**config.mk**
```make
export PLATFORM = sky130hd
export DESIGN_NAME = mux_bus_slave
export DESIGN_NICKNAME = d
export VERILOG_FILES = /design/src/rtl/mbs_pkg.sv /design/src/rtl/mbs_strobe_sync.sv /design/src/rtl/mbs_ctrl.sv /design/src/rtl/mbs_regfile.sv /design/src/rtl/mux_bus_slave.sv
export SDC_FILE = /design/constraint.sdc
export NUM_CORES = 2
export LEC_CHECK = 0
export ABC_AREA = 1
export ABC_CLOCK_PERIOD_IN_PS = 3100
export CAP_MARGIN = 30
export CELL_PAD_IN_SITES_DETAIL_PLACEMENT = 2
export CELL_PAD_IN_SITES_GLOBAL_PLACEMENT = 2
export CORE_AREA = 4 4 538 540
export DETAILED_ROUTE_END_ITERATION = 16
export DIE_AREA = 0 0 542 544
export PLACE_DENSITY = 0.67
export SYNTH_ARGS = -nofsm -noshare
export SYNTH_HDL_FRONTEND = slang
export SYNTH_HIERARCHICAL = 1
export SYNTH_SLANG_ARGS = --single-unit
```
**constraint.sdc**
```tcl
create_clock -name clk -period 3.1 [get_ports clk]
set_input_delay 0.62 -clock clk [delete_from_list [all_inputs] [get_ports clk]]
set_output_delay 0.62 -clock clk [all_outputs]
set_load 0.02 [all_outputs]
```
**src/rtl/mbs_pkg.sv**
```systemverilog
package mbs_pkg;
  typedef enum logic [1:0] {
    ST_IDLE  = 2'd0,
    ST_ADDR  = 2'd1,
    ST_WRITE = 2'd2,
    ST_READ  = 2'd3
  } mbs_state_t;

  localparam int unsigned STB_ALE = 0;
  localparam int unsigned STB_WR  = 1;
  localparam int unsigned STB_RD  = 2;
  localparam int unsigned STB_N   = 3;
endpackage

```
**src/rtl/mbs_strobe_sync.sv**
```systemverilog
module mbs_strobe_sync #(
  parameter int unsigned STAGES = 2,
  parameter int unsigned N      = 3
) (
  input  logic         clk,
  input  logic         rst,
  input  logic [N-1:0] raw,
  output logic [N-1:0] level,
  output logic [N-1:0] rise,
  output logic [N-1:0] fall
);
  for (genvar g = 0; g < N; g++) begin : g_line
    logic [STAGES-1:0] chain;
    logic              prev;
    always_ff @(posedge clk) begin
      if (rst) begin
        chain <= '0;
        prev  <= 1'b0;
      end else begin
        chain <= {chain[STAGES-2:0], raw[g]};
        prev  <= chain[STAGES-1];
      end
    end
    assign level[g] = chain[STAGES-1];
    assign rise[g]  = chain[STAGES-1] & ~prev;
    assign fall[g]  = ~chain[STAGES-1] & prev;
  end
endmodule

```
**src/rtl/mbs_ctrl.sv**
```systemverilog
module mbs_ctrl
  import mbs_pkg::*;
#(
  parameter int unsigned DATA_W = 8
) (
  input  logic              clk,
  input  logic              rst,
  input  logic              ale_rise,
  input  logic              wr_rise,
  input  logic              wr_fall,
  input  logic              rd_rise,
  input  logic              rd_fall,
  input  logic [DATA_W-1:0] bus_in,
  output logic [DATA_W-1:0] addr,
  output logic              we,
  output logic [DATA_W-1:0] wdata
);
  mbs_state_t state_q, state_d;

  always_comb begin
    state_d = state_q;
    unique case (state_q)
      ST_IDLE, ST_ADDR: begin
        if (ale_rise)     state_d = ST_ADDR;
        else if (wr_rise) state_d = ST_WRITE;
        else if (rd_rise) state_d = ST_READ;
      end
      ST_WRITE: if (wr_fall) state_d = ST_ADDR;
      ST_READ:  if (rd_fall) state_d = ST_ADDR;
      default:  state_d = ST_IDLE;
    endcase
  end

  always_ff @(posedge clk) begin
    if (rst) begin
      state_q <= ST_IDLE;
      addr    <= '0;
      we      <= 1'b0;
      wdata   <= '0;
    end else begin
      state_q <= state_d;
      if (ale_rise && state_q != ST_READ) addr <= bus_in;
      we <= wr_rise && !ale_rise && state_q != ST_READ;
      if (wr_rise) wdata <= bus_in;
    end
  end
endmodule

```
**src/rtl/mbs_regfile.sv**
```systemverilog
module mbs_regfile #(
  parameter int unsigned DATA_W = 8,
  parameter int unsigned ADDR_W = 8
) (
  input  logic              clk,
  input  logic              rst,
  input  logic              we,
  input  logic [ADDR_W-1:0] addr,
  input  logic [DATA_W-1:0] wdata,
  output logic [DATA_W-1:0] rdata
);
  localparam int unsigned DEPTH = 1 << ADDR_W;
  logic [DATA_W-1:0] mem [DEPTH];

  always_ff @(posedge clk) begin
    if (rst) begin
      for (int i = 0; i < DEPTH; i++) mem[i] <= '0;
      rdata <= '0;
    end else begin
      if (we) mem[addr] <= wdata;
      rdata <= mem[addr];
    end
  end
endmodule

```
**src/rtl/mux_bus_slave.sv**
```systemverilog
module mux_bus_slave
  import mbs_pkg::*;
#(
  parameter int unsigned DATA_W      = 8,
  parameter int unsigned SYNC_STAGES = 2
) (
  input  logic              clk,
  input  logic              rst,
  input  logic              ale_in,
  input  logic              rd_in,
  input  logic              wr_in,
  input  logic [DATA_W-1:0] bus_in,
  output logic [DATA_W-1:0] bus_out,
  output logic              bus_oe
);
  localparam int unsigned ADDR_W = DATA_W;

  logic [STB_N-1:0]  stb_raw, stb_lvl, stb_rise, stb_fall;
  logic [ADDR_W-1:0] addr_q;
  logic [DATA_W-1:0] wdata, rdata;
  logic              we;
  logic              rd_lvl, ale_rise;

  always_comb begin
    stb_raw          = '0;
    stb_raw[STB_ALE] = ale_in;
    stb_raw[STB_WR]  = wr_in;
    stb_raw[STB_RD]  = rd_in;
  end

  mbs_strobe_sync #(.STAGES(SYNC_STAGES), .N(STB_N)) u_sync (
    .clk(clk), .rst(rst), .raw(stb_raw),
    .level(stb_lvl), .rise(stb_rise), .fall(stb_fall)
  );

  assign rd_lvl   = stb_lvl[STB_RD];
  assign ale_rise = stb_rise[STB_ALE];

  mbs_ctrl #(.DATA_W(DATA_W)) u_ctrl (
    .clk(clk), .rst(rst),
    .ale_rise(ale_rise),
    .wr_rise(stb_rise[STB_WR]), .wr_fall(stb_fall[STB_WR]),
    .rd_rise(stb_rise[STB_RD]), .rd_fall(stb_fall[STB_RD]),
    .bus_in(bus_in), .addr(addr_q), .we(we), .wdata(wdata)
  );

  mbs_regfile #(.DATA_W(DATA_W), .ADDR_W(ADDR_W)) u_rf (
    .clk(clk), .rst(rst), .we(we), .addr(addr_q),
    .wdata(wdata), .rdata(rdata)
  );

  always_ff @(posedge clk) begin
    if (rst) begin
      bus_oe  <= 1'b0;
      bus_out <= '0;
    end else begin
      bus_oe  <= rd_lvl;
      bus_out <= rd_lvl ? rdata : '0;
    end
  end
endmodule

```
Yosys cells after proc, flatten, opt, wreduce, memory -nomap -nowiden
Memories as Yosys holds them, arrays and structs flattened. A register that Yosys moved wholly into a read port is not among the register bits.
Index checks and enable logic that the tools add are counted.

storage, ports and cells
  register bits after elaboration = 36
  bits in writable memories = 2,048
  input bits = 13
  output and inout port bits = 9
  memories kept = 1

memories
  name      words  bits a word  rd ports  clocked after memory_dff  write ports  line               text
  u_rf.mem  256    8            1         1                         256          mbs_regfile.sv:13  logic [DATA_W-1:0] mem [DEPTH];

operators by class
  equality and inequality tests = 7
  mux-type cells = 14
  bitwise logic cells = 10
  reductions and logical operators = 9

operator list
  operator              number
  $mux W8               2
  $mux W2               5
  $reduce_or A8 Y1      1
  $mux W1               6
  $pmux W2 S3           1
  $and A1 B1 Y1         5
  $not A1 Y1            5
  $eq A2 B2 Y1 const B  2
  $ne A2 B1 Y1 const B  2
  $ne A4 B1 Y1 const B  1
  $reduce_or A2 Y1      2
  $logic_and A1 B1 Y1   3
  $reduce_and A3 Y1     1
  $eq A2 B1 Y1 const B  1
  $logic_not A2 Y1      1
  $ne A2 B2 Y1 const B  1
  $logic_not A1 Y1      1

Logic depth before layout (Yosys ltp)
  word-level depth = 6
  depth in mapped cells = 17
  depth with buffers taken out = 15

Modules after synthesis
The synthesis kept the hierarchy.

by module, submodules not included
  module           instances  cells an instance  area an instance (µm²)
  mbs_regfile      1          10,854             95,268.9
  mbs_ctrl         1          90                 694.4
  mbs_strobe_sync  1          40                 315.3
  mux_bus_slave    1          28                 259.0

Least setup slack after synthesis
OpenSTA, ideal clock, no wires.

  path kind = input port to flip-flop
  start = input port rst
  end = memory u_rf.mem[0][0] (enable)
  arrival time = 2.157 ns
  slack = 0.614 ns
  cell stages on the path = 8
  buffers on the path = 3
  cells stage by stage = clkbuf_1 -> inv_2 -> nand2_1 -> buf_2 -> nor3_1 -> buf_2 -> nand2_1 -> nand2_1

RTL lines
  item         line                text
  from (decl)  mux_bus_slave.sv:8  input logic rst,
  to (decl)    mbs_regfile.sv:13

==> results.yml <==
outcome:
  outcome: "finished clean"
clock_tree:
  clk_pin_slew_ns: 0.06
  tritoncts: "done"
  clkLatencyLatePin_ns: 0.91
  cts_made_buffers: 244
  clkSinkCount: 2093
  htreeDepth: 4
  cts_buffer_depth: 4
  cts_root_buf: "clkbuf_16"
  cts_hold_repair.buffers: 0
sta:
  max_slew_margin_pct: 39.7
  hold_viol: 0
  skew_ns: 0.0431
  setup_viol: 0
  setup_tns_ns: 0
  min_period_ns: 3.04
  tightestPinTransition_ns: 0.901
  max_freq_ghz: 0.328
  period_share_pct: 98.2
  finalMaxSlewViolations: 0
global_route:
  grt_pass1_vias: 84500
  antenna_found_initial: 16
  grt_pass1_wl_um: 557000
  grt_busiest_layer: "met2"
  grt_use_total_pct: 25.2
  grt.met1_usage_pct: 32.8
  overflow: 0
  met3_usage_pct: 2.45
  use_met2_pct: 44.9
  grt_max_degree: 124
routing:
  via_per_inst: 5.07
  vias: 77600
  firstDrtPassIters: 5
  routedWlPerCell_um: 24.7
  ant_nets: 0
  wl_um: 379000
  drc: 0
  drtIter0Drc: 5232
pwr:
  power_density_mw_per_mm2: 579
  leakage_nw: 47.0
  p_total_mw: 66.4
  peakVddDrop_mv: 0.482
synth:
  syn_inst: 11000
  yosysWarnings: 6
  syn_area_mm2: 0.0965
  avgSynthCellArea_um2: 8.77
  synth_nets: 11000
floorplan:
  dieHeight_um: 544
  rows: 196
  ioPinCount: 22
  die_w_um: 542
  die-area_mm2: 0.295
  core_mm2: 0.284
  start_util_pct: 33.9
job:
  maxCapViolCount: 0
finish:
  drive_gt1_share_pct: 10.2
  nNetsFinal: 11400
  syn_to_final_growth_pct: 18.7
  layout_commonest_cell: "nand2_1"
  instances_no_fill: 15300
  mostFrequentLayoutCells: "nand2_1, nor2_1, edfxtp_1, buf_4, clkbuf_16"
  fillCellCount: 31100
  fin_util_pct: 40.3
critical_path:
  end_kind: "flip-flop"
  cp_cell_sequence: "clkinv_8 -> buf_12 -> buf_4 -> nand2_1 -> nand2_1 -> nand2_1 -> nand2_1 -> nand2_1 -> nand2_1 -> nor2_1 -> buf_4 -> nor2_1 -> nor2_1 -> nand2_1 -> nand2_1 -> nand2_1 -> buf_12 -> nor2_1 -> nor2_1"
  slowest_delay_ns: 0.47
  crit_path_frequent_cell: "nand2_1"
  worstPathRequired_ns: 3.86
  cp.arrival_ns: 3.80
  cp-start-kind: "flip-flop"
  crit_fanout: 29
  cp_slowest_cell: "dfxtp_4"
  crit_type: "reg2reg"
placement:
  port_buffers: 21
  dpl.hpwl_um: 246000
  dp.cells: 14900
  gp_congestion: 0.846
worst_hold_path:
  min_path_type: "in2reg"
[metrics by stage]
stage | hold WS [ns] | setup WS, ns | instance area [um2]
global route | 0.309 | -0.0447 | 115000
detailed placement | 0.449 | -0.314 | 106000
global placement | 0.431 | -0.330 | 106000
finish | 0.344 | 0.0552 | 115000
floorplan | 0.388 | 0.614 | 96500
CTS | 0.246 | 0.00362 | 114000
[final timing paths]
path	start	end	slack, ns	cells after the start
hold / removal	rd_in	u_sync/g_line[2].chain[0]	0.34	3
setup reg to reg	u_ctrl/addr[0]	u_rf/rdata[7]	0.06	19
setup / recovery	u_ctrl/addr[0]	u_rf/rdata[7]	0.06	19
hold reg to reg	u_sync/g_line[0].chain[1]	u_sync/g_line[0].prev	0.45	2
[worst max-delay path, delay by kind of cell, from the launching register on]
| family | cells | cell delay [ns] |
|---|---|---|
| flops | 1 | 0.47 |
| simple gates | 14 | 1.52 |
| buf+inv | 5 | 0.84 |
[final cells by class]
| type | count | area [um2] | share of cell area (%) |
|---|---|---|---|
| Clock buffer | 309 | 6480 | 5.66 |
| Tap cell | 3762 | 4710 | 4.11 |
| Sequential cell | 2093 | 62400 | 54.5 |
| Clock inverter | 135 | 1180 | 1.03 |
| Timing Repair inverter | 1 | 8.76 | 0.00765 |
| Multi-Input combinational cell | 8179 | 31300 | 27.3 |
| Inverter | 55 | 302 | 0.263 |
| Antenna cell | 2 | 5.00 | 0.00437 |
| Timing Repair Buffer | 785 | 8150 | 7.12 |
[routing by layer]
layer | vias to the layer above | part of all wire, % | wire length, um
met2 | 1305 | 50 | 189000
met3 | 465 | 3.5 | 13100
li1 | 35600 | - | -
met1 | 40200 | 44 | 166000
met4 | 0 | 2.9 | 10900
met5 | - | 0 | 0
[flip-flops by register name, summed over array words and instances (netlist names)]
register and cells:
u_rf/rdata 8, u_sync/g_line.chain 6, u_ctrl/state_q 2, u_sync/g_line.prev 3, u_ctrl/addr 8, bus_out 8, u_ctrl/wdata 8, u_ctrl/we 1
bus_oe 1, u_rf/mem 2048
[power by group]
| part | leakage (nW) | switching (mW) | internal [mW] |
|---|---|---|---|
| registers | 21.6 | 0.337 | 31.9 |
| clock network | 3.74 | 12.0 | 16.4 |
| logic | 21.7 | 4.27 | 1.46 |
| total | 47.0 | 16.6 | 49.8 |
[timing repair]
item                                    in CTS  in global routing
gates resized for setup                      6                 20
hold endpoints to repair                     0                  0
endpoints found under the setup margin       8                  8
pin swaps                                    0                  2
gates cloned                                 2                  4
buffers inserted                             4                 10
No activity file was read; power rests on OpenSTA's default activity.
